**config.mk**
```make
export PLATFORM = sky130hd
export DESIGN_NAME = dcd_top
export DESIGN_NICKNAME = d
export VERILOG_FILES = /design/src/rtl/dcd_pkg.sv /design/src/rtl/dcd_port_regs.sv /design/src/rtl/dcd_xfer_ctl.sv /design/src/rtl/dcd_buf_steer.sv /design/src/rtl/dcd_top.sv
export SDC_FILE = /design/constraint.sdc
export NUM_CORES = 1
export LEC_CHECK = 0
export BUFFER_PORTS_ARGS = -buffer_cell sky130_fd_sc_hd__clkbuf_2
export CORE_UTILIZATION = 48
export CTS_CLUSTER_SIZE = 40
export DETAILED_ROUTE_END_ITERATION = 12
export GPL_TIMING_DRIVEN = 1
export PLACE_DENSITY_LB_ADDON = 0.25
export SLEW_MARGIN = 20
export SYNTH_ARGS = -nofsm -noshare
export SYNTH_HDL_FRONTEND = slang
export SYNTH_SLANG_ARGS = --single-unit
```
**constraint.sdc**
```tcl
create_clock -name clk_i -period 1.6 [get_ports clk_i]
set_input_delay 0.24 -clock clk_i [delete_from_list [all_inputs] [get_ports clk_i]]
set_output_delay 0.24 -clock clk_i [all_outputs]
set_load 0.02 [all_outputs]
```
**src/rtl/dcd_pkg.sv**
```systemverilog
package dcd_pkg;
  localparam int unsigned IOA_W = 8;
  typedef logic [IOA_W-1:0] ioa_t;
  localparam ioa_t PORT_HI  = 8'h03;
  localparam ioa_t PORT_LO  = 8'h04;
  localparam ioa_t PORT_CMD = 8'h05;
  typedef enum logic {XF_READ = 1'b0, XF_WRITE = 1'b1} xfer_dir_e;
endpackage

```
**src/rtl/dcd_port_regs.sv**
```systemverilog
module dcd_port_regs #(
  parameter int unsigned ADDR_W = 21,
  parameter int unsigned LO_W   = 16,
  parameter int unsigned IO_DW  = 16
) (
  input  logic              clk_i,
  input  logic              rst_ni,
  input  logic              ld_hi_i,
  input  logic              ld_lo_i,
  input  logic [IO_DW-1:0]  wdata_i,
  output logic [ADDR_W-1:0] addr_o
);
  localparam int unsigned HI_W = ADDR_W - LO_W;

  always_ff @(posedge clk_i or negedge rst_ni) begin
    if (!rst_ni) begin
      addr_o <= '0;
    end else begin
      if (ld_lo_i) addr_o[LO_W-1:0]      <= wdata_i[LO_W-1:0];
      if (ld_hi_i) addr_o[ADDR_W-1:LO_W] <= wdata_i[HI_W-1:0];
    end
  end
endmodule

```
**src/rtl/dcd_xfer_ctl.sv**
```systemverilog
module dcd_xfer_ctl
  import dcd_pkg::*;
(
  input  logic clk_i,
  input  logic rst_ni,
  input  logic cmd_i,
  input  logic cmd_wr_i,
  input  logic done_i,
  output logic start_o,
  output logic addr_rst_o,
  output logic rdy_o,
  output logic dir_o,
  output logic bank_o
);
  logic accept, finish;
  assign accept = cmd_i & rdy_o;
  assign finish = done_i & ~rdy_o;

  always_ff @(posedge clk_i or negedge rst_ni) begin
    if (!rst_ni) begin
      start_o    <= 1'b0;
      addr_rst_o <= 1'b0;
      rdy_o      <= 1'b1;
      dir_o      <= XF_READ;
      bank_o     <= 1'b0;
    end else begin
      start_o    <= accept;
      addr_rst_o <= accept;
      if (accept) begin
        rdy_o <= 1'b0;
        dir_o <= cmd_wr_i;
        // filled buffer goes to the sequencer at once
        if (cmd_wr_i == XF_WRITE) bank_o <= ~bank_o;
      end else if (finish) begin
        rdy_o <= 1'b1;
        // fetched block handed over only once complete
        if (dir_o == XF_READ) bank_o <= ~bank_o;
      end
    end
  end
endmodule

```
**src/rtl/dcd_buf_steer.sv**
```systemverilog
module dcd_buf_steer #(
  parameter int unsigned BUF_AW = 7,
  parameter int unsigned BYTE_W = 8
) (
  input  logic              clk_i,
  input  logic              rst_ni,
  input  logic              acc_i,
  input  logic              we_i,
  input  logic [BYTE_W-1:0] wdata_i,
  input  logic              clr_i,
  output logic              wstb_o,
  output logic              rstb_o,
  output logic              we_o,
  output logic [BUF_AW-1:0] addr_o,
  output logic [BYTE_W-1:0] wdata_o
);
  logic [BUF_AW-1:0] cnt;

  always_ff @(posedge clk_i or negedge rst_ni) begin
    if (!rst_ni)     cnt <= '0;
    else if (clr_i)  cnt <= '0;
    else if (acc_i)  cnt <= cnt + 1'b1;
  end

  always_ff @(posedge clk_i or negedge rst_ni) begin
    if (!rst_ni) begin
      wstb_o  <= 1'b0;
      rstb_o  <= 1'b0;
      we_o    <= 1'b0;
      addr_o  <= '0;
      wdata_o <= '0;
    end else begin
      wstb_o <= acc_i & we_i;
      rstb_o <= acc_i & ~we_i;
      if (acc_i) begin
        we_o   <= we_i;
        addr_o <= cnt;
        if (we_i) wdata_o <= wdata_i;
      end
    end
  end
endmodule

```
**src/rtl/dcd_top.sv**
```systemverilog
module dcd_top
  import dcd_pkg::*;
#(
  parameter int unsigned ADDR_W = 21,
  parameter int unsigned LO_W   = 16,
  parameter int unsigned IO_DW  = 16,
  parameter int unsigned BUF_AW = 7,
  parameter int unsigned BYTE_W = 8
) (
  input  logic              clk_i,
  input  logic              rst_ni,
  input  logic              io_sel_i,
  input  logic              io_we_i,
  input  logic [IOA_W-1:0]  io_addr_i,
  input  logic [IO_DW-1:0]  io_wdata_i,
  input  logic              mem_sel_i,
  input  logic              mem_we_i,
  input  logic [BYTE_W-1:0] mem_wdata_i,
  input  logic              seq_done_i,
  output logic              rdy_o,
  output logic              xfer_start_o,
  output logic              xfer_wr_o,
  output logic [ADDR_W-1:0] xfer_addr_o,
  output logic              addr_rst_o,
  output logic              bank_sel_o,
  output logic              buf_wstb_o,
  output logic              buf_rstb_o,
  output logic              buf_we_o,
  output logic [BUF_AW-1:0] buf_addr_o,
  output logic [BYTE_W-1:0] buf_wdata_o
);
  logic io_wr, ld_hi, ld_lo, cmd;
  assign io_wr = io_sel_i & io_we_i;
  assign ld_hi = io_wr & (io_addr_i == PORT_HI);
  assign ld_lo = io_wr & (io_addr_i == PORT_LO);
  assign cmd   = io_wr & (io_addr_i == PORT_CMD);

  dcd_port_regs #(.ADDR_W(ADDR_W), .LO_W(LO_W), .IO_DW(IO_DW)) u_regs (
    .clk_i, .rst_ni,
    .ld_hi_i (ld_hi),
    .ld_lo_i (ld_lo),
    .wdata_i (io_wdata_i),
    .addr_o  (xfer_addr_o)
  );

  dcd_xfer_ctl u_ctl (
    .clk_i, .rst_ni,
    .cmd_i      (cmd),
    .cmd_wr_i   (io_wdata_i[0]),
    .done_i     (seq_done_i),
    .start_o    (xfer_start_o),
    .addr_rst_o (addr_rst_o),
    .rdy_o      (rdy_o),
    .dir_o      (xfer_wr_o),
    .bank_o     (bank_sel_o)
  );

  dcd_buf_steer #(.BUF_AW(BUF_AW), .BYTE_W(BYTE_W)) u_steer (
    .clk_i, .rst_ni,
    .acc_i   (mem_sel_i),
    .we_i    (mem_we_i),
    .wdata_i (mem_wdata_i),
    .clr_i   (addr_rst_o),
    .wstb_o  (buf_wstb_o),
    .rstb_o  (buf_rstb_o),
    .we_o    (buf_we_o),
    .addr_o  (buf_addr_o),
    .wdata_o (buf_wdata_o)
  );
endmodule

```
==> report_table.html <==
<table>
<tr><th>Metric</th><th>Value</th></tr>
<tr><th colspan="2">Pwr</th></tr>
<tr><td>Part of the power in registers</td><td>47.9%</td></tr>
<tr><td>Cell Int Power</td><td>2.46 mW</td></tr>
<tr><td>Combinational share of power</td><td>21.0%</td></tr>
<tr><td>Power dissipated by switching net loads</td><td>968 uW</td></tr>
<tr><td>Leak</td><td>1.46 nW</td></tr>
<tr><td>Power per cell area</td><td>1260 nW/um2</td></tr>
<tr><td>Switching Share</td><td>28.2%</td></tr>
<tr><td>Clk network pwr share</td><td>31.1%</td></tr>
<tr><td>Max IR drop VDD</td><td>0.903 mV</td></tr>
<tr><th colspan="2">Clocking</th></tr>
<tr><td>Clk slew on worst S/H paths</td><td>0.09 ns</td></tr>
<tr><td>Clock latency on the worst-skew pair</td><td>0.30 ns</td></tr>
<tr><td>Clock root buffer</td><td>clkbuf_8</td></tr>
<tr><td>Maximum level of the CTS H-tree</td><td>2</td></tr>
<tr><td>Total clock buffers created by CTS</td><td>5</td></tr>
<tr><td>Post-cts sizing count</td><td>0</td></tr>
<tr><td>Clk buf depth</td><td>2</td></tr>
<tr><td>CTS tree</td><td>done</td></tr>
<tr><td>CTS sink cnt</td><td>50</td></tr>
<tr><th colspan="2">GRT</th></tr>
<tr><td>Via count of the first global-routing pass</td><td>1449</td></tr>
<tr><td>Most Used Layer, Global Route</td><td>met2</td></tr>
<tr><td>GR Util All Layers</td><td>19.8%</td></tr>
<tr><td>Met2 Track Usage GR</td><td>33.9%</td></tr>
<tr><td>Pin count of the biggest net entering global routing</td><td>19</td></tr>
<tr><td>Met1 usage in global routing</td><td>22.9%</td></tr>
<tr><td>Wire length of the first global-routing pass</td><td>6420 um</td></tr>
<tr><td>Met3 Use GR</td><td>5.57%</td></tr>
<tr><td>Initial antenna violation count</td><td>0</td></tr>
<tr><td>Overflow left after global routing</td><td>0</td></tr>
<tr><th colspan="2">STA</th></tr>
<tr><td>Max Freq</td><td>0.654 GHz</td></tr>
<tr><td>Rel. slew slack</td><td>70.7%</td></tr>
<tr><td>RSZ-0062 raised after global routing</td><td>false</td></tr>
<tr><td>Final Hold Viols</td><td>0</td></tr>
<tr><td>Ratio of final minimum period to clock period</td><td>95.6%</td></tr>
<tr><td>Worst Clk Skew</td><td>0.00249 ns</td></tr>
<tr><td>Max Slew Vio Count</td><td>0</td></tr>
<tr><td>Final critical delay including setup and external delays</td><td>1.53 ns</td></tr>
<tr><td>Actual transition at the worst max-transition pin</td><td>0.439 ns</td></tr>
<tr><td>Setup-violating endpoint count in the final report</td><td>0</td></tr>
<tr><td>WHS</td><td>0.0980 ns</td></tr>
<tr><th colspan="2">Route</th></tr>
<tr><td>Initial DRC count</td><td>52</td></tr>
<tr><td>Remaining routing DRC violations</td><td>0</td></tr>
<tr><td>Residual antenna-violating net count after detailed routing</td><td>0</td></tr>
<tr><td>Via total after detailed routing</td><td>1405</td></tr>
<tr><td>Via-to-Cell Ratio</td><td>5.04</td></tr>
<tr><td>Routed WL per cell</td><td>14.5 um</td></tr>
<tr><td>Routed wire length</td><td>4060 um</td></tr>
<tr><td>Detailed-routing iteration count for the pre-antenna-repair pass</td><td>4</td></tr>
<tr><th colspan="2">Synth</th></tr>
<tr><td>Yosys reg bits</td><td>50</td></tr>
<tr><td>Area share of the largest cell type after synthesis</td><td>59.4%</td></tr>
<tr><td>Mapped Avg Cell Area</td><td>15.2 um2</td></tr>
<tr><td>Mapped Area</td><td>2070 um2</td></tr>
<tr><td>Gate count after technology mapping</td><td>136</td></tr>
<tr><td>Number of flops mapped to enable cells by yosys</td><td>0</td></tr>
<tr><td>Seq/Total Area, Yosys</td><td>60.6%</td></tr>
<tr><td>Largest cells by area after synthesis</td><td>dfrtp_1, mux2_2, mux2_4</td></tr>
<tr><td>Count of synthesis-stage warnings from yosys</td><td>0</td></tr>
<tr><td>Post-synth top area cell</td><td>dfrtp_1</td></tr>
<tr><td>Post-synth ARST share</td><td>100%</td></tr>
<tr><td>Prevailing post-synth register cell</td><td>dfrtp_1</td></tr>
<tr><td>Number of distinct library cells after synthesis</td><td>32</td></tr>
<tr><td>Synthesized net count</td><td>176</td></tr>
<tr><th colspan="2">Status</th></tr>
<tr><td>Result of the run</td><td>completed</td></tr>
<tr><th colspan="2">Critical path</th></tr>
<tr><td>Count of buffer and inverter cells on the critical path</td><td>2</td></tr>
<tr><td>Type of the worst setup path</td><td>input port to register</td></tr>
<tr><td>Levels on crit path</td><td>5</td></tr>
<tr><td>Sort of element at the end of the critical path</td><td>register</td></tr>
<tr><td>Data required time at the worst endpoint</td><td>1.79 ns</td></tr>
<tr><td>CP endpoint</td><td>u_ctl.dir_o</td></tr>
<tr><td>R2r worst-path depth</td><td>3</td></tr>
<tr><td>Highest cell delay on the worst timing path</td><td>0.56 ns</td></tr>
<tr><td>Data arrival time at the worst-slack endpoint</td><td>1.72 ns</td></tr>
<tr><td>R2r endpoint</td><td>u_ctl.bank_o</td></tr>
<tr><td>RR Startpoint</td><td>u_ctl.rdy_o</td></tr>
<tr><td>Worst setup startpoint</td><td>io_addr_i[5]</td></tr>
<tr><td>Register-to-Register Setup Slack</td><td>0.16 ns</td></tr>
<tr><td>Gate family responsible for the most delay along the worst path</td><td>simple AND/OR/NAND/NOR gates</td></tr>
<tr><td>Cell at the slowest stage of the critical path</td><td>or4_4</td></tr>
<tr><td>Setup crit start kind</td><td>input port</td></tr>
<tr><td>Largest fanout of any net on the critical path</td><td>4</td></tr>
<tr><td>Critical path cell sequence</td><td>clkbuf_2 -&gt; or4_4 -&gt; buf_4 -&gt; nor3_1 -&gt; mux2_2</td></tr>
<tr><th colspan="2">Placed design</th></tr>
<tr><td>Placed wire-length estimate after detailed placement</td><td>3210 um</td></tr>
<tr><td>Final weighted congestion of routability-driven global placement</td><td>0.798</td></tr>
<tr><td>Placement Cell Area</td><td>2560 um2</td></tr>
<tr><td>Number of buffer cells added on primary ports</td><td>82</td></tr>
<tr><th colspan="2">Min path</th></tr>
<tr><td>Kind of path behind the tightest hold check</td><td>input port to register</td></tr>
<tr><td>Number of instances on the worst hold path</td><td>2</td></tr>
<tr><th colspan="2">Flow run</th></tr>
<tr><td>Max-cap violations</td><td>0</td></tr>
<tr><th colspan="2">Cells and area</th></tr>
<tr><td>Most frequent standard cell in the layout excluding fill and tap cells</td><td>clkbuf_2</td></tr>
<tr><td>Highest-count cells in the layout ignoring fill and taps</td><td>clkbuf_2, dfrtp_1, mux2_2, mux2_4, nor2_1</td></tr>
<tr><td>Number of nets in the final layout</td><td>268</td></tr>
<tr><td>Fraction of layout instances using a drive strength above 1</td><td>61.1%</td></tr>
<tr><td>P&amp;R area growth vs syn</td><td>31.4%</td></tr>
<tr><td>Post-route cell area</td><td>2710 um2</td></tr>
<tr><td>Antenna diode count</td><td>0</td></tr>
<tr><th colspan="2">Floorplan</th></tr>
<tr><td>Row count</td><td>23</td></tr>
<tr><td>Effective utilization at floorplan</td><td>50.9%</td></tr>
<tr><td>Std-Cell Core Area</td><td>4060 um2</td></tr>
<tr><td>Overall die area</td><td>4570 um2</td></tr>
<tr><td>IO Pins</td><td>83</td></tr>
<tr><td>Die extent in y</td><td>67.6 um</td></tr>
<tr><td>Chip width</td><td>67.6 um</td></tr>
</table>
per-layer routing:
layer	vias up	part of all wire (%)	routed length, um
met5	-	0	0
li1	664	-	-
met1	685	40	1620
met3	8	4.8	196
met2	48	53	2160
met4	0	1.9	79
per-stage QoR:
stage          setup TNS [ns]  setup slack [ns]  power, mW  instances  utilization, %
2_1_floorplan           -1.36           -0.0974       2.08        136               -
3_3_place_gp            -2.57            -0.166       2.34        270            63.1
3_5_place_dp            -3.27            -0.241       2.39        270            63.1
4_1_cts                     0            0.0861       3.46        279            66.9
5_1_grt                     0            0.0668       3.62        279            66.9
6_report                    0            0.0700       3.43        279            66.9
flip-flops by register name, indices dropped and copies added (netlist names):
register and count:
u_ctl.bank_o 1, u_ctl.dir_o 1, u_ctl.rdy_o 1, u_ctl.start_o 1, u_regs.addr_o 21, u_steer.addr_o 7
u_steer.cnt 7, u_steer.rstb_o 1, u_steer.wdata_o 8, u_steer.we_o 1, u_steer.wstb_o 1
cells by family (layout without fill, tap and decap cells):
kind of cell / count (synthesis) / in the layout / synth area share [%]
AO/OA/AOI/OAI: 6 / 6 / 1.57
XOR/XNOR: 4 / 4 / 1.70
flip-flops: 50 / 50 / 60.6
buffers and inverters: 8 / 101 / 2.79
adder cells (fa/ha/maj): 1 / 1 / 0.606
AND/OR/NAND/NOR: 29 / 29 / 10.2
multiplexers: 38 / 38 / 22.5
worst min path at each step:
stage | startpoint | end
detailed placement | rst_ni | u_steer.addr_o[5]
global placement | rst_ni | u_ctl.start_o
CTS | mem_we_i | u_steer.rstb_o
finish | mem_we_i | u_steer.rstb_o
floorplan | rst_ni | u_ctl.bank_o
global route | mem_we_i | u_steer.rstb_o
power by group through the flow:
stage	clock network [mW]	logic (mW)	registers [mW]
after floorplan	0	0.283	1.80
after global placement	0	0.692	1.65
after detailed placement	0	0.726	1.67
after CTS	1.09	0.731	1.64
after global routing	1.14	0.800	1.68
final	1.07	0.720	1.64
timing repair:
| item | 4_1_cts | 5_1_grt |
|---|---|---|
| endpoints found under the setup margin | 0 | 0 |
| buffers inserted | 0 | 0 |
| hold buffers | 1 | 0 |
| endpoints found under the hold margin | 15 | 0 |
Yosys cell counts (2+ instances only):
| cell | instances |
|---|---|
| nor2_1 | 8 |
| dfrtp_1 | 49 |
| mux2_4 | 10 |
| nand4_1 | 2 |
| inv_1 | 3 |
| o21ai_0 | 3 |
| or3_1 | 2 |
| nand2_1 | 4 |
| clkbuf_1 | 2 |
| xor2_1 | 3 |
| mux2_2 | 27 |
| a21oi_1 | 2 |
| nand4b_1 | 2 |
cell type report:
cell class / count / area, um2
flip-flops and latches: 50 / 1250
well taps: 50 / 62.6
fillers: 310 / 1340
inverters: 3 / 11.3
repair buffers: 90 / 485
clock buffers: 6 / 82.6
clock inverters: 2 / 60.1
multi-input cells: 78 / 759
Power figures use the tool's default switching activity.
